<file path="src/rtl/clkcfg_pkg.sv">
package clkcfg_pkg;

    localparam int WIDE_W       = 48;
    localparam int NARROW_W     = 32;
    localparam int WIDE_BYTES   = WIDE_W / 8;
    localparam int NARROW_BYTES = NARROW_W / 8;

    // bits that accept writes; the rest stay zero
    localparam logic [WIDE_W-1:0]   WIDE_KEEP   = 48'h3FFF_FFFF_FFFF;
    localparam logic [NARROW_W-1:0] NARROW_KEEP = 32'h0FFF_FFFF;

    localparam logic [6:0] SLAVE_ADDR_A = 7'b1001111;
    localparam logic [6:0] SLAVE_ADDR_B = 7'b1011111;

    typedef enum logic [2:0] {
        ST_IDLE,
        ST_RX,
        ST_ACK,
        ST_TX,
        ST_MACK
    } bus_st_e;

    typedef enum logic [1:0] {
        K_ADDR,
        K_CMD,
        K_DATA
    } byte_kind_e;

    function automatic logic [2:0] reg_bytes(input int unsigned sel);
        return (sel == 0) ? 3'(NARROW_BYTES) : 3'(WIDE_BYTES);
    endfunction

endpackage

</file>
<file path="src/rtl/clkcfg_sync.sv">
module clkcfg_sync (
    input  logic clk,
    input  logic rst_n,
    input  logic scl_i,
    input  logic sda_i,
    output logic sda_o,
    output logic scl_rise_o,
    output logic scl_fall_o,
    output logic start_o,
    output logic stop_o
);
    // [0] first flop, [1] synchronised, [2] previous synchronised
    typedef struct packed {
        logic [2:0] scl;
        logic [2:0] sda;
    } sync_t;

    sync_t sy_d, sy_q;

    always_comb begin
        sy_d.scl = {sy_q.scl[1:0], scl_i};
        sy_d.sda = {sy_q.sda[1:0], sda_i};
    end

    always_ff @(posedge clk or negedge rst_n) begin
        if (!rst_n) sy_q <= '1;
        else        sy_q <= sy_d;
    end

    assign sda_o      = sy_q.sda[1];
    assign scl_rise_o = sy_q.scl[1] & ~sy_q.scl[2];
    assign scl_fall_o = ~sy_q.scl[1] & sy_q.scl[2];
    assign start_o    = sy_q.scl[1] & sy_q.scl[2] & ~sy_q.sda[1] & sy_q.sda[2];
    assign stop_o     = sy_q.scl[1] & sy_q.scl[2] & sy_q.sda[1] & ~sy_q.sda[2];

endmodule

</file>
<file path="src/rtl/clkcfg_engine.sv">
module clkcfg_engine
    import clkcfg_pkg::*;
#(
    parameter int NSS   = 4,
    parameter int SEL_W = $clog2(NSS + 1)
) (
    input  logic             clk,
    input  logic             rst_n,
    input  logic             addr_sel_i,
    input  logic             sda_i,
    input  logic             scl_rise_i,
    input  logic             scl_fall_i,
    input  logic             start_i,
    input  logic             stop_i,
    input  logic [7:0]       rd_byte_i,
    output logic             sda_oe_o,
    output logic [SEL_W-1:0] sel_o,
    output logic [2:0]       rd_idx_o,
    output logic             stg_we_o,
    output logic [2:0]       stg_idx_o,
    output logic [7:0]       stg_byte_o,
    output logic             commit_o
);
    typedef struct packed {
        bus_st_e          st;
        byte_kind_e       kind;
        logic [3:0]       cnt;
        logic [7:0]       sh;
        logic [SEL_W-1:0] sel;
        logic [2:0]       wr_idx;
        logic [2:0]       rd_idx;
        logic             wr_act;
        logic             tx_next;
        logic             mack;
        logic             sda_oe;
    } eng_t;

    eng_t en_d, en_q;
    logic [6:0] my_addr;
    logic [2:0] sel_len;

    assign my_addr = addr_sel_i ? SLAVE_ADDR_B : SLAVE_ADDR_A;
    assign sel_len = reg_bytes(int'(en_q.sel));

    always_comb begin
        en_d       = en_q;
        stg_we_o   = 1'b0;
        stg_idx_o  = en_q.wr_idx;
        stg_byte_o = en_q.sh;
        commit_o   = 1'b0;
        if (stop_i) begin
            commit_o    = en_q.wr_act && (en_q.wr_idx == sel_len);
            en_d.st     = ST_IDLE;
            en_d.sda_oe = 1'b0;
            en_d.wr_act = 1'b0;
        end else if (start_i) begin
            en_d.st     = ST_RX;
            en_d.kind   = K_ADDR;
            en_d.cnt    = '0;
            en_d.sda_oe = 1'b0;
            en_d.wr_act = 1'b0;
        end else begin
            unique case (en_q.st)
                ST_RX: begin
                    if (scl_rise_i) begin
                        en_d.sh  = {en_q.sh[6:0], sda_i};
                        en_d.cnt = en_q.cnt + 4'd1;
                    end else if (scl_fall_i && en_q.cnt == 4'd8) begin
                        unique case (en_q.kind)
                            K_ADDR: begin
                                if (en_q.sh[7:1] == my_addr) begin
                                    en_d.st      = ST_ACK;
                                    en_d.sda_oe  = 1'b1;
                                    en_d.rd_idx  = '0;
                                    en_d.tx_next = en_q.sh[0];
                                    en_d.kind    = K_CMD;
                                end else begin
                                    en_d.st = ST_IDLE;
                                end
                            end
                            K_CMD: begin
                                if (int'(en_q.sh) <= NSS) begin
                                    en_d.st      = ST_ACK;
                                    en_d.sda_oe  = 1'b1;
                                    en_d.sel     = en_q.sh[SEL_W-1:0];
                                    en_d.wr_idx  = '0;
                                    en_d.wr_act  = 1'b1;
                                    en_d.tx_next = 1'b0;
                                    en_d.kind    = K_DATA;
                                end else begin
                                    en_d.st = ST_IDLE;
                                end
                            end
                            default: begin
                                if (en_q.wr_idx < sel_len) begin
                                    en_d.st     = ST_ACK;
                                    en_d.sda_oe = 1'b1;
                                    stg_we_o    = 1'b1;
                                    en_d.wr_idx = en_q.wr_idx + 3'd1;
                                end else begin
                                    en_d.st = ST_IDLE;
                                end
                            end
                        endcase
                    end
                end
                ST_ACK: begin
                    if (scl_fall_i) begin
                        en_d.cnt = '0;
                        if (en_q.tx_next) begin
                            en_d.st     = ST_TX;
                            en_d.sh     = rd_byte_i;
                            en_d.sda_oe = ~rd_byte_i[7];
                        end else begin
                            en_d.st     = ST_RX;
                            en_d.sda_oe = 1'b0;
                        end
                    end
                end
                ST_TX: begin
                    if (scl_fall_i) begin
                        if (en_q.cnt == 4'd7) begin
                            en_d.st     = ST_MACK;
                            en_d.sda_oe = 1'b0;
                            en_d.mack   = 1'b0;
                        end else begin
                            en_d.sh     = {en_q.sh[6:0], 1'b0};
                            en_d.sda_oe = ~en_q.sh[6];
                            en_d.cnt    = en_q.cnt + 4'd1;
                        end
                    end
                end
                ST_MACK: begin
                    if (scl_rise_i) begin
                        en_d.mack = ~sda_i;
                        if (!sda_i && en_q.rd_idx != 3'd7) begin
                            en_d.rd_idx = en_q.rd_idx + 3'd1;
                        end
                    end else if (scl_fall_i) begin
                        en_d.cnt = '0;
                        if (en_q.mack) begin
                            en_d.st     = ST_TX;
                            en_d.sh     = rd_byte_i;
                            en_d.sda_oe = ~rd_byte_i[7];
                        end else begin
                            en_d.st = ST_IDLE;
                        end
                    end
                end
                default: ;
            endcase
        end
    end

    always_ff @(posedge clk or negedge rst_n) begin
        if (!rst_n) begin
            en_q      <= '0;
            en_q.st   <= ST_IDLE;
            en_q.kind <= K_ADDR;
        end else begin
            en_q <= en_d;
        end
    end

    assign sda_oe_o = en_q.sda_oe;
    assign sel_o    = en_q.sel;
    assign rd_idx_o = en_q.rd_idx;


    sda_edge_chk: assert property (@(posedge clk) disable iff (!rst_n)
        (sda_oe_o != $past(sda_oe_o)) |-> $past(scl_fall_i || start_i || stop_i));


    sda_owner_chk: assert property (@(posedge clk) disable iff (!rst_n)
        sda_oe_o |-> (en_q.st == ST_ACK || en_q.st == ST_TX));


    stage_act_chk: assert property (@(posedge clk) disable iff (!rst_n)
        stg_we_o |-> en_q.wr_act);


    commit_stop_chk: assert property (@(posedge clk) disable iff (!rst_n)
        commit_o |-> stop_i);

endmodule

</file>
<file path="src/rtl/clkcfg_regfile.sv">
module clkcfg_regfile
    import clkcfg_pkg::*;
#(
    parameter int NSS   = 4,
    parameter int SEL_W = $clog2(NSS + 1)
) (
    input  logic                          clk,
    input  logic                          rst_n,
    input  logic                          stg_we_i,
    input  logic [2:0]                    stg_idx_i,
    input  logic [7:0]                    stg_byte_i,
    input  logic                          commit_i,
    input  logic [SEL_W-1:0]              sel_i,
    input  logic [2:0]                    rd_idx_i,
    output logic [7:0]                    rd_byte_o,
    output logic [NARROW_W-5:0]           pll_o,
    output logic [NSS-1:0][WIDE_W-3:0]    ss_o
);
    typedef struct packed {
        logic [WIDE_W-1:0]            stage;
        logic [NARROW_W-1:0]          pll;
        logic [NSS-1:0][WIDE_W-1:0]   ss;
    } bank_t;

    bank_t bk_d, bk_q;
    logic [WIDE_W-1:0] rd_word;

    always_comb begin
        bk_d = bk_q;
        if (stg_we_i) begin
            for (int b = 0; b < WIDE_BYTES; b++) begin
                if (stg_idx_i == 3'(b)) bk_d.stage[b*8 +: 8] = stg_byte_i;
            end
        end
        if (commit_i) begin
            if (sel_i == '0) bk_d.pll = bk_q.stage[NARROW_W-1:0] & NARROW_KEEP;
            for (int c = 0; c < NSS; c++) begin
                if (int'(sel_i) == c + 1) bk_d.ss[c] = bk_q.stage & WIDE_KEEP;
            end
        end
    end

    always_comb begin
        rd_word = {{(WIDE_W-NARROW_W){1'b0}}, bk_q.pll};
        for (int c = 0; c < NSS; c++) begin
            if (int'(sel_i) == c + 1) rd_word = bk_q.ss[c];
        end
        rd_byte_o = '0;
        for (int b = 0; b < WIDE_BYTES; b++) begin
            if (rd_idx_i == 3'(b)) rd_byte_o = rd_word[b*8 +: 8];
        end
    end

    always_ff @(posedge clk or negedge rst_n) begin
        if (!rst_n) bk_q <= '0;
        else        bk_q <= bk_d;
    end

    assign pll_o = bk_q.pll[NARROW_W-5:0];

    generate
        for (genvar g = 0; g < NSS; g++) begin : g_ss
            assign ss_o[g] = bk_q.ss[g][WIDE_W-3:0];


            ss_hold_chk: assert property (@(posedge clk) disable iff (!rst_n)
                !commit_i |=> $stable(bk_q.ss[g]));


            ss_resv_chk: assert property (@(posedge clk) disable iff (!rst_n)
                bk_q.ss[g][WIDE_W-1:WIDE_W-2] == 2'b00);
        end
    endgenerate


    pll_hold_chk: assert property (@(posedge clk) disable iff (!rst_n)
        !commit_i |=> $stable(bk_q.pll));


    pll_resv_chk: assert property (@(posedge clk) disable iff (!rst_n)
        bk_q.pll[NARROW_W-1:NARROW_W-4] == 4'h0);

endmodule

</file>
<file path="src/rtl/clkcfg_i2c_slave.sv">
module clkcfg_i2c_slave
    import clkcfg_pkg::*;
#(
    parameter int NSS = 4
) (
    input  logic                  clk,
    input  logic                  rst_n,
    input  logic                  addr_sel,
    input  logic                  scl_i,
    input  logic                  sda_i,
    output logic                  sda_oe,
    output logic [5:0]            pll_mdiv_o,
    output logic [4:0]            pll_ndiv_o,
    output logic [4:0]            pll_kdiv_o,
    output logic [3:0]            pll_pump_o,
    output logic [5:0]            pll_gain_o,
    output logic                  pll_drive_o,
    output logic                  pll_slew_o,
    output logic [NSS-1:0][11:0]  ss_mdiv_o,
    output logic [NSS-1:0][10:0]  ss_ndiv_o,
    output logic [NSS-1:0][4:0]   ss_kdiv_o,
    output logic [NSS-1:0][2:0]   ss_rate_o,
    output logic [NSS-1:0][3:0]   ss_pump_o,
    output logic [NSS-1:0][5:0]   ss_gain_o,
    output logic [NSS-1:0][2:0]   ss_depth_o,
    output logic [NSS-1:0]        ss_drive_o,
    output logic [NSS-1:0]        ss_slew_o
);
    localparam int SEL_W = $clog2(NSS + 1);

    logic sda_s, scl_rise, scl_fall, bus_start, bus_stop;
    logic [7:0] rd_byte;
    logic [SEL_W-1:0] sel;
    logic [2:0] rd_idx, stg_idx;
    logic stg_we, commit;
    logic [7:0] stg_byte;
    logic [NARROW_W-5:0] pll_word;
    logic [NSS-1:0][WIDE_W-3:0] ss_word;

    clkcfg_sync u_sync (
        .clk        (clk),
        .rst_n      (rst_n),
        .scl_i      (scl_i),
        .sda_i      (sda_i),
        .sda_o      (sda_s),
        .scl_rise_o (scl_rise),
        .scl_fall_o (scl_fall),
        .start_o    (bus_start),
        .stop_o     (bus_stop)
    );

    clkcfg_engine #(.NSS(NSS), .SEL_W(SEL_W)) u_engine (
        .clk        (clk),
        .rst_n      (rst_n),
        .addr_sel_i (addr_sel),
        .sda_i      (sda_s),
        .scl_rise_i (scl_rise),
        .scl_fall_i (scl_fall),
        .start_i    (bus_start),
        .stop_i     (bus_stop),
        .rd_byte_i  (rd_byte),
        .sda_oe_o   (sda_oe),
        .sel_o      (sel),
        .rd_idx_o   (rd_idx),
        .stg_we_o   (stg_we),
        .stg_idx_o  (stg_idx),
        .stg_byte_o (stg_byte),
        .commit_o   (commit)
    );

    clkcfg_regfile #(.NSS(NSS), .SEL_W(SEL_W)) u_regfile (
        .clk        (clk),
        .rst_n      (rst_n),
        .stg_we_i   (stg_we),
        .stg_idx_i  (stg_idx),
        .stg_byte_i (stg_byte),
        .commit_i   (commit),
        .sel_i      (sel),
        .rd_idx_i   (rd_idx),
        .rd_byte_o  (rd_byte),
        .pll_o      (pll_word),
        .ss_o       (ss_word)
    );

    // narrow field split
    assign pll_mdiv_o  = pll_word[5:0];
    assign pll_ndiv_o  = pll_word[10:6];
    assign pll_kdiv_o  = pll_word[15:11];
    assign pll_pump_o  = pll_word[19:16];
    assign pll_gain_o  = pll_word[25:20];
    assign pll_drive_o = pll_word[26];
    assign pll_slew_o  = pll_word[27];

    generate
        for (genvar g = 0; g < NSS; g++) begin : g_fields
            assign ss_mdiv_o[g]  = ss_word[g][11:0];
            assign ss_ndiv_o[g]  = ss_word[g][22:12];
            assign ss_kdiv_o[g]  = ss_word[g][27:23];
            assign ss_rate_o[g]  = ss_word[g][30:28];
            assign ss_pump_o[g]  = ss_word[g][34:31];
            assign ss_gain_o[g]  = ss_word[g][40:35];
            assign ss_depth_o[g] = ss_word[g][43:41];
            assign ss_drive_o[g] = ss_word[g][44];
            assign ss_slew_o[g]  = ss_word[g][45];
        end
    endgenerate

endmodule

</file>
<file path="config.mk">
export PLATFORM = sky130hd
export DESIGN_NAME = clkcfg_i2c_slave
export DESIGN_NICKNAME = d
export VERILOG_FILES = /design/src/rtl/clkcfg_pkg.sv /design/src/rtl/clkcfg_sync.sv /design/src/rtl/clkcfg_engine.sv /design/src/rtl/clkcfg_regfile.sv /design/src/rtl/clkcfg_i2c_slave.sv
export SDC_FILE = /design/constraint.sdc
export NUM_CORES = 1
export LEC_CHECK = 0
export ABC_AREA = 1
export ABC_CLOCK_PERIOD_IN_PS = 6300
export BUFFER_PORTS_ARGS = -buffer_cell sky130_fd_sc_hd__buf_2
export CAP_MARGIN = 15
export CELL_PAD_IN_SITES_DETAIL_PLACEMENT = 1
export CELL_PAD_IN_SITES_GLOBAL_PLACEMENT = 1
export CORE_MARGIN = 5
export CORE_UTILIZATION = 46
export DETAILED_ROUTE_END_ITERATION = 10
export PLACE_DENSITY_LB_ADDON = 0.3
export SLEW_MARGIN = 20
export SYNTH_ARGS = -nofsm -noshare
export SYNTH_HDL_FRONTEND = slang
export SYNTH_SLANG_ARGS = --single-unit
</file>
<file path="constraint.sdc">
create_clock -name clk -period 6.3 [get_ports clk]
set_input_delay 1.26 -clock clk [delete_from_list [all_inputs] [get_ports clk]]
set_output_delay 1.26 -clock clk [all_outputs]
set_load 0.01 [all_outputs]
</file>
==> qor.yml, run 1 <==
run:
  maxCapViolations: 0
clocking:
  cts.sinks: 294
  cts-root-buf: "clkbuf_16"
  post_cts_buffers: 0
  cts_tree: "yes"
  clock_tree.buffer_depth: 3
  clkLatencyLatePin_ns: 0.52
  clkTransAtPathRegs_ns: 0.06
  postCtsHoldBufs: 0
  cts_buffers: 35
  htreeDepth: 2
  cts_resized: 0
min_path:
  whs_path_depth: 0
  hold_class: "flip-flop to flip-flop"
  min-delay-start: "u_sync.sy_d[1]"
  worstHoldEndpoint: "u_sync.sda_o"
global_route:
  antenna_found_initial: 1
  grt_max_degree: 125
  grt-ovfl-total: 0
  grt_pass1_vias: 12800
  grt_use_total_pct: 26.0
  grt_pass1_wl_um: 74500
sta:
  drv_slew: 0
  skew_ns: 0.0162
  finalSetupViolations: 0
  hold_viol_final: 0
  rsz0062_at_grt: "false"
  relSlewSlack_pct: 25.9
  finalSetupTns_ns: 0
  post-route-period-util_pct: 56.3
  worst_pin_slew_ns: 1.11
  max_freq_mhz: 282
  min_period_ns: 3.55
synth:
  yosys.area.top_type: "dfrtp_1"
  synth_edf_count: 0
  yosys_warnings: 0
  synth_nets: 1850
  synth_area_per_cell_um2: 8.24
  ys_top_cells_by_area: "dfrtp_1 (48%), nand2_1 (12%), buf_4 (11%)"
  synthFlopType: "dfrtp_1"
  synthXorXnorAreaFrac_pct: 0.0580
  postSynthCellCount: 1831
  synth-adder-area-share_pct: 1.16
  syn_area_um2: 15100
  ys_ff_latch: 294
  synthTopCellsByCount: "nand2_1 (499), dfrtp_1 (288), o21ai_0 (268)"
  synth.most_common_cell: "nand2_1"
  synth_top_family_by_area: "simple AND/OR/NAND/NOR gates"
  synth-simple-area-share_pct: 18.7
  synthMuxAreaShare_pct: 0
  ys_async_sr_fraction_pct: 100
  synth_cell_types: 44
  synth-seq-area-share_pct: 48.8
  synth_compound_area_share_pct: 14.5
  synth_top_area_share_pct: 47.7
cells_and_area:
  antennaDiodeCount: 0
  nets: 1819
  drive_gt1_share_pct: 18.1
  instances_no_fill: 2267
  syn_to_final_growth_pct: 7.26
detailed_routing:
  firstDrtPassIters: 5
  drt_iter0_drc: 823
  drc_errors: 0
  wl_per_cell_um: 21.1
  wl_um: 47900
  drtAntennaViolNets: 0
  via_count: 12400
  via_per_inst: 5.47
floorplan:
  die_y_um: 191
  dieArea_um2: 36500
  row_count: 66
  die_w_um: 191
  design.core.area_um2: 32500
  start_util_pct: 46.5
  io_pins: 218
power:
  pwr-share-seq_pct: 41.2
  power.leakage_nw: 8.12
  power_density_nw_per_um2: 299
  combPwrFrac_pct: 12.0
  p_sw_share_pct: 27.1
  clkPwrFrac_pct: 46.8
  vdd_ir_drop_max_uv: 150
  p_switching_mw: 1.31
  internal_power_mw: 3.53
run_status:
  run_status: "finished clean"
critical_path:
  slowest_delay_ns: 0.87
  crit_chain: "nor2_4, nand2_2, inv_1, buf_4, nand2_1, nand2_1, nor2_1, o21bai_1, nand2_1, nand2_1, nand3_1, nand3_1, nand3_1, nand2_1, nand2_1, a21oi_1"
  crit_path_start_kind: "flip-flop"
  path_common_cell: "nand2_1"
  worstPathArrival_ns: 3.98
  r2r-start: "u_engine.sel_o[1]"
  crit_start: "u_engine.sel_o[1]"
  path_max_fanout: 20
  cp_slowest_cell: "inv_1"
  r2r_setup_slack_ns: 2.75
  crit_path_end_kind: "flip-flop"
  required_ns: 6.74
  criticalPathCategory: "flip-flop to flip-flop"
  crit_family: "simple AND/OR/NAND/NOR gates"
  r2r_cells: 16
  worstReg2RegEnd: "u_engine.stg_byte_o[0]"
  path_buf_inv: 2
placed_design:
  io_buffers: 217
  dpl.cell_count: 2203
  place.gp.congestion: 0.910
  place_hpwl_um: 32100
## placed cells by master, fill, tap and decap left out, types with 3 or more instances in the layout
cell / n
buf_4: 7
o22ai_1: 6
nand3_2: 4
a31oi_1: 8
nand3_1: 68
inv_1: 128
clkbuf_8: 4
clkbuf_1: 7
ha_1: 14
inv_2: 11
nand4_1: 10
bufinv_16: 8
dfrtp_1: 288
a21oi_1: 33
o21bai_1: 8
clkbuf_16: 37
o211ai_1: 14
nand2_1: 499
nor3_1: 4
o21ai_0: 268
buf_2: 216
a22oi_1: 10
a41oi_1: 3
a211oi_1: 5
clkinv_2: 5
nor2_4: 4
nor2_1: 70
nand3_4: 4
o221ai_1: 5
dfstp_2: 6
or2_2: 10
nand2_2: 3
o21ai_1: 33
## per-layer routing
layer	GRT usage (%)	routed length, um	vias up
li1	-	-	5661
met5	0	13	-
met3	4.00	2570	109
met4	8.98	1590	2
met1	36.1	21600	6241
met2	41.7	22200	383
## worst max path at each step
stage | endpoint | slack (ns) | cells past startpoint
3_3_place_gp | u_engine.stg_byte_o[0] | 2.86 | 16
5_1_grt | u_engine.stg_byte_o[0] | 2.50 | 16
4_1_cts | u_engine.stg_byte_o[0] | 2.74 | 16
2_1_floorplan | u_engine.sda_oe_o | 4.11 | 10
6_report | u_engine.stg_byte_o[0] | 2.75 | 16
3_5_place_dp | u_regfile.ss_o[37] | 2.78 | 5
## worst reg2reg max path, stage by stage, from the launching register on
cell and delay (ns):
dfrtp_1 0.49, nor2_4 0.23, nand2_2 0.20, inv_1 0.87, buf_4 0.39, nand2_1 0.14, nand2_1 0.11, nor2_1 0.04
o21bai_1 0.15, nand2_1 0.09, nand2_1 0.08, nand3_1 0.09, nand3_1 0.13, nand3_1 0.15, nand2_1 0.11, nand2_1 0.07
a21oi_1 0.14
## state kept, by name, indices dropped and copies added, names as in the netlist
| name | cells |
|---|---|
| u_engine.stg_byte_o | 8 |
| u_sync.sda_o | 1 |
| u_engine.sda_oe_o | 1 |
| u_engine.sel_o | 3 |
| u_engine.stg_idx_o | 3 |
| u_sync.sy_q | 2 |
| u_engine.rd_idx_o | 3 |
| u_engine.en_q | 12 |
| u_regfile.ss_o | 184 |
| u_sync.sy_d | 3 |
| u_regfile.pll_o | 28 |
| u_regfile.bk_q | 46 |
## final cells by class
cell class / count / area, um^2
Fill cell: 3922 / 16300
Inverter: 140 / 526
Clock inverter: 14 / 274
Sequential cell: 294 / 7360
Timing Repair Buffer: 227 / 1220
Clock buffer: 48 / 1010
Multi-Input combinational cell: 1102 / 5240
Tap cell: 442 / 553
## power by group through the flow
stage	registers, mW	logic, mW	clock network (mW)
CTS	1.99	0.577	2.29
detailed placement	2.02	0.569	0
finish	1.99	0.580	2.26
floorplan	2.01	0.323	0
global route	2.00	0.641	2.37
global placement	2.02	0.552	0
## kinds of logic (layout without fill, tap and decap cells)
kind of cell    after synthesis  count (layout)
compound gates              402             402
xor+xnor                      1               1
fa+ha+maj                    14              14
buf+inv                     435             429
flops                       294             294
simple gates                685             685
## metrics by stage
stage | util (%) | setup WS (ns) | hold WS [ns] | total power, mW | cell area (um^2)
after detailed placement | 45.8 | 2.78 | 0.362 | 2.59 | 14900
after CTS | 49.7 | 2.74 | 0.370 | 4.86 | 16100
after floorplan | - | 4.11 | 0.345 | 2.33 | 15100
after global placement | 45.8 | 2.86 | 0.361 | 2.57 | 14900
after global routing | 49.9 | 2.50 | 0.371 | 5.01 | 16200
final | 49.9 | 2.75 | 0.366 | 4.84 | 16200
Note: power is estimated with default switching activity, not from simulation.
==> inputs of run 2 (changes only) <==
- ABC_CLOCK_PERIOD_IN_PS: 6300 -> 3400
- CORE_UTILIZATION: 46 -> 43
- clock period: 6.3 -> 3.4 ns (I/O delays scaled with it)
==> qor.yml, run 2 (synthesis gave the netlist of run 1 again) <==
floorplan:
  dieArea_um2: 39000  # was 36500 um^2
  die_w_um: 197  # was 191 um
  io_pins: 218  # unchanged
  row_count: 68  # was 66
  start_util_pct: 43.6  # was 46.5%
  die_y_um: 197  # was 191 um
  design.core.area_um2: 34600  # was 32500 um^2
power:
  finalPower_mw: 8.48  # was 4.84 mW
  p_switching_mw: 2.41  # was 1.31 mW
  combPwrFrac_pct: 12.9  # was 12.0%
  internal_power_mw: 6.07  # was 3.53 mW
  pwr-share-seq_pct: 43.6  # was 41.2%
  power.leakage_nw: 8.11  # was 8.12 nW
  power_density_nw_per_um2: 525  # was 299 nW/um^2
  clkPwrFrac_pct: 43.5  # was 46.8%
  vdd_ir_drop_max_uv: 297  # was 150 uV
  p_sw_share_pct: 28.4  # was 27.1%
detailed_routing:
  drc_errors: 0  # unchanged
  wl_um: 49000  # was 47900 um
  top_layer: "met4"  # was met5
  wl_met2_um: 23500  # was 22200 um
  met1Wirelength_um: 21800  # was 21600 um
  wl_per_cell_um: 21.4  # was 21.1 um
  drtAntennaViolNets: 0  # unchanged
  via_per_inst: 5.40  # was 5.47
  firstDrtPassIters: 5  # unchanged
  drt_iter0_drc: 903  # was 823
  wl_met3_um: 2760  # was 2570 um
  via_count: 12400  # about the same
cells_and_area:
  instances_no_fill: 2290  # was 2267
  layout_commonest_cell: "nand2_1"  # unchanged
  layout_common_cells: "nand2_1 (499), dfrtp_1 (288), o21ai_0 (268), buf_2 (216), inv_1 (128)"  # unchanged
  nets: 1831  # was 1819
  syn_to_final_growth_pct: 6.98  # was 7.26%
  largest_reg_flops: 184  # unchanged
  antennaDiodeCount: 0  # unchanged
  drive_gt1_share_pct: 18.5  # was 18.1%
critical_path:
  cp_slowest_cell: "dfrtp_1"  # was inv_1
  r2r_setup_slack_ns: 0.58  # was 2.75 ns
  crit_chain: "inv_2, nand2_2, buf_4, nand3_1, nand2_1, nand2_1, a21oi_1, nand2_1, nand2_1, nand2_1, nand2_1, nand2_1, nand2_1, nand2_1, nand2_1, a21oi_1"  # was nor2_4, nand2_2, inv_1, buf_4, nand2_1, nand2_1, nor2_1, o21bai_1, nand2_1, nand2_1, nand3_1, nand3_1, nand3_1, nand2_1, nand2_1, a21oi_1
  slowest_delay_ns: 0.63  # was 0.87 ns
  crit_path_start_kind: "flip-flop"  # unchanged
  worstReg2RegEnd: "u_engine.stg_byte_o[2]"  # was u_engine.stg_byte_o[0]
  worstPathArrival_ns: 3.22  # was 3.98 ns
  r2r-start: "u_engine.sel_o[0]"  # was u_engine.sel_o[1]
  crit_start: "u_engine.sel_o[0]"  # was u_engine.sel_o[1]
  path_buf_inv: 2  # unchanged
  r2r_cells: 16  # unchanged
  crit_path_end_kind: "flip-flop"  # unchanged
  crit_family: "simple AND/OR/NAND/NOR gates"  # unchanged
  criticalPathCategory: "flip-flop to flip-flop"  # unchanged
  path_common_cell: "nand2_1"  # unchanged
  path_max_fanout: 40  # was 20
  required_ns: 3.80  # was 6.74 ns
clocking:
  cts_tree: "yes"  # unchanged
  post_cts_buffers: 0  # unchanged
  cts-root-buf: "clkbuf_16"  # unchanged
  htreeDepth: 2  # unchanged
  cts_buffers: 35  # unchanged
  clkLatencyLatePin_ns: 0.52  # about the same
  clock_tree.buffer_depth: 3  # unchanged
  cts.sinks: 294  # unchanged
  cts_resized: 0  # unchanged
  postCtsHoldBufs: 0  # unchanged
  clkTransAtPathRegs_ns: 0.06  # about the same
placed_design:
  dpl.cell_count: 2230  # was 2203
  io_buffers: 217  # unchanged
  place.gp.congestion: 0.858  # was 0.910
  place_hpwl_um: 34600  # was 32100 um
sta:
  max_freq_mhz: 355  # was 282 MHz
  relSlewSlack_pct: 46.5  # was 25.9%
  rsz0062_at_grt: "false"  # unchanged
  finalSetupViolations: 0  # unchanged
  finalSetupTns_ns: 0  # unchanged
  drv_slew: 0  # unchanged
  hold_viol_final: 0  # unchanged
  skew_ns: 0.0273  # was 0.0162 ns
  worst_pin_slew_ns: 0.801  # was 1.11 ns
  min_period_ns: 2.82  # was 3.55 ns
  post-route-period-util_pct: 82.9  # was 56.3%
global_route:
  grt_pass1_wl_um: 76400  # was 74500 um
  grt_use_total_pct: 24.8  # was 26.0%
  grt-ovfl-total: 0  # unchanged
  grt_pass1_vias: 12700  # was 12800
  grt_max_degree: 76  # was 125
  antenna_found_initial: 0  # was 1
run:
  maxCapViolations: 0  # unchanged
run_status:
  run_status: "finished clean"  # unchanged
min_path:
  hold_class: "input port to async pin"  # was flip-flop to flip-flop
[run 2: cell types whose count changed in the layout (fill, tap and decap cells not counted)]
cell,before,now
buf_12,1,6
buf_16,2,0
buf_4,7,16
bufinv_16,8,3
clkbuf_16,37,35
clkinv_2,5,9
clkinv_4,1,0
inv_6,0,2
[run 2: power by group through the flow]
stage	logic, mW	registers [mW]	clock network, mW
6_report	1.10	3.70	3.68
5_1_grt	1.20	3.70	3.92
4_1_cts	1.10	3.69	3.75
3_5_place_dp	1.10	3.75	0
3_3_place_gp	1.06	3.75	0
2_1_floorplan	0.598	3.73	0
[run 2: layer usage]
metal / vias up / GRT usage [%]
li1: 5688 / -
met1: 6275 / 35.1
met2: 337 / 41.0
met3: 62 / 3.31
met4: 0 / 5.26
met5: - / 0
[run 2: final cells by class]
cell class,count,area (um^2)
fill,4169,18500
clock buffer,46,957
inverter,140,526
clock inverter,14,153
timing repair buffer,239,1340
sequential,294,7360
tap,455,569
multi-input combinational,1102,5240
[run 2: stage by stage]
stage               instance area (um^2)  util [%]  hold WS [ns]  setup WS [ns]
finish                             16100      46.6         0.179          0.580
global route                       16100      46.6         0.207          0.335
CTS                                16100      46.6         0.189          0.593
detailed placement                 15000      43.4         0.349          0.612
global placement                   15000      43.4         0.349          0.728
floorplan                          15100         -         0.345           1.33
[run 2: how the worst max path moves through the flow]
stage                                   to  depth (start not counted)
finish              u_engine.stg_byte_o[2]                         16
global route        u_engine.stg_byte_o[2]                         18
CTS                 u_engine.stg_byte_o[2]                         16
detailed placement  u_engine.stg_byte_o[2]                         16
global placement    u_engine.stg_byte_o[2]                         18
floorplan               u_regfile.pll_o[5]                         11
==> inputs of run 3 (changes only) <==
- ABC_CLOCK_PERIOD_IN_PS: 3400 -> 2400
- CORE_UTILIZATION: 43 -> 39
- clock period: 3.4 -> 2.4 ns (I/O delays scaled with it)
==> qor.yml, run 3 (synthesis gave the netlist of run 1 again) <==
run_status:
  run_status: "finished clean"  # unchanged
critical_path:
  worstPathArrival_ns: 2.69  # was 3.22 ns
  crit_family: "simple AND/OR/NAND/NOR gates"  # unchanged
  crit_start: "u_sync.sy_q[5]"  # was u_engine.sel_o[0]
  criticalPathCategory: "flip-flop to flip-flop"  # unchanged
  required_ns: 2.84  # was 3.80 ns
  crit_path_start_kind: "flip-flop"  # unchanged
  crit_chain: "inv_1, nor2_1, nand4_1, nor2_1, inv_1, nor2_4, nand3_2, o21ai_0"  # was inv_2, nand2_2, buf_4, nand3_1, nand2_1, nand2_1, a21oi_1, nand2_1, nand2_1, nand2_1, nand2_1, nand2_1, nand2_1, nand2_1, nand2_1, a21oi_1
  crit_path_end_kind: "flip-flop"  # unchanged
  r2r-start: "u_sync.sy_q[5]"  # was u_engine.sel_o[0]
  path_max_fanout: 16  # was 40
  path_buf_inv: 2  # unchanged
  slowest_delay_ns: 0.54  # was 0.63 ns
  cp_slowest_cell: "dfstp_2"  # was dfrtp_1
floorplan:
  io_pins: 218  # unchanged
  die_y_um: 207  # was 197 um
  design.core.area_um2: 38500  # was 34600 um^2
  start_util_pct: 39.2  # was 43.6%
  die_w_um: 207  # was 197 um
  row_count: 72  # was 68
  dieArea_um2: 42700  # was 39000 um^2
global_route:
  grt_use_total_pct: 23.5  # was 24.8%
  grt-ovfl-total: 0  # unchanged
  grt_max_degree: 79  # was 76
  antenna_found_initial: 1  # was 0
  grt_pass1_vias: 12900  # was 12700
  grt_pass1_wl_um: 77500  # was 76400 um
detailed_routing:
  via_per_inst: 5.15  # was 5.40
  via_count: 12300  # was 12400
  drt_iter0_drc: 755  # was 903
  wl_per_cell_um: 21.0  # was 21.4 um
  firstDrtPassIters: 5  # unchanged
  wl_um: 50300  # was 49000 um
  drtAntennaViolNets: 0  # unchanged
  drc_errors: 0  # unchanged
min_path:
  min-delay-start: "sda_i"
  hold_class: "input port to flip-flop"  # was input port to async pin
cells_and_area:
  nFillCells: 4629  # was 4169
  antennaDiodeCount: 0  # unchanged
  drive_gt1_share_pct: 20.8  # was 18.5%
  ff_latch_area_um2: 7370  # was 7360 um^2
  fin_util_pct: 43.6  # was 46.6%
  syn_to_final_growth_pct: 11.1  # was 6.98%
  layout_commonest_cell: "nand2_1"  # unchanged
  largest_reg_flops: 184  # unchanged
  multiInputGateArea_um2: 5280  # was 5240 um^2
  instances_no_fill: 2395  # was 2290
  fin_area_um2: 16800  # was 16100 um^2
  layout_common_cells: "nand2_1 (499), dfrtp_1 (287), o21ai_0 (268), buf_2 (216), inv_1 (127)"  # was nand2_1 (499), dfrtp_1 (288), o21ai_0 (268), buf_2 (216), inv_1 (128)
  nets: 1870  # was 1831
clocking:
  post_cts_buffers: 0  # unchanged
  cts_tree: "yes"  # unchanged
  cts-root-buf: "clkbuf_16"  # unchanged
  clkTransAtPathRegs_ns: 0.06  # about the same
  clkLatencyLatePin_ns: 0.54  # was 0.52 ns
  htreeDepth: 2  # unchanged
  clock_tree.buffer_depth: 3  # unchanged
  cts.sinks: 294  # unchanged
  cts_buffers: 36  # was 35
sta:
  max_freq_mhz: 444  # was 355 MHz
  drv_slew: 0  # unchanged
  relSlewSlack_pct: 57.1  # was 46.5%
  worst_pin_slew_ns: 0.644  # was 0.801 ns
  min_period_ns: 2.25  # was 2.82 ns
  skew_ns: 0.0267  # was 0.0273 ns
  hold_viol_final: 0  # unchanged
  rsz0062_at_grt: "true"  # was false
  post-route-period-util_pct: 93.8  # was 82.9%
  finalSetupViolations: 0  # unchanged
placed_design:
  io_buffers: 217  # unchanged
  place_hpwl_um: 36500  # was 34600 um
  place.gp.congestion: 0.880  # was 0.858
  place_area_um2: 15500  # was 15000 um^2
  dpl.cell_count: 2330  # was 2230
power:
  vdd_ir_drop_max_uv: 371  # was 297 uV
  power.leakage_nw: 8.38  # was 8.11 nW
  power_density_nw_per_um2: 745  # was 525 nW/um^2
run:
  maxCapViolations: 0  # unchanged
## run 3: what timing repair did
item	4_1_cts	5_1_grt
setup endpoints to repair	0	138
hold endpoints to repair	53	0
hold buffers	1	0
gates resized for setup	0	12
## run 3: power by group
part	leakage (nW)	internal (mW)	total (mW)	switching [mW]
registers	4.05	5.10	5.24	0.143
logic	3.72	0.455	1.66	1.21
clock network	0.604	3.42	5.59	2.16
total	8.38	8.98	12.5	3.51
## run 3: routing by layer
| layer | wire length, um | share of wire, % | vias to the layer above | GRT usage (%) |
|---|---|---|---|---|
| met1 | 22700 | 45 | 6192 | 32.2 |
| met2 | 23700 | 47 | 282 | 38.5 |
| met3 | 2540 | 5.1 | 72 | 3.83 |
| met4 | 1330 | 2.6 | 2 | 7.01 |
| met5 | 13 | 0.026 | - | 0 |
| li1 | - | - | 5789 | - |
## run 3: cell type report
| cell class | instances | area share [%] |
|---|---|---|
| inverters | 140 | 3.18 |
| flip-flops and latches | 294 | 43.9 |
| clock inverters | 14 | 0.940 |
| multi-input cells | 1102 | 31.5 |
| clock buffers | 50 | 6.35 |
| repair buffers | 277 | 10.3 |
| well taps | 518 | 3.86 |
## run 3: stage by stage
stage	TNS (ns)	setup slack [ns]	power [mW]	hold slack, ns
2_1_floorplan	0	0.332	6.13	0.184
3_3_place_gp	0	0.0350	6.94	0.347
3_5_place_dp	0	0.0230	6.98	0.350
4_1_cts	0	0.0187	12.6	0.0301
5_1_grt	-0.266	-0.0679	13.0	0.0428
6_report	0	0.150	12.5	0.0609
## run 3: final timing paths
path | endpoint | slack [ns] | cells after the start
hold reg to reg | u_sync.sda_o | 0.34 | 0
max in group asynchronous | u_regfile.ss_o[37] | 1.11 | 3
hold / removal | u_sync.sy_d[1] | 0.06 | 1
min in group asynchronous | u_regfile.bk_q[228] | 0.50 | 2
setup reg to reg | u_regfile.bk_q[260] | 0.15 | 8
setup / recovery | u_regfile.bk_q[260] | 0.15 | 8
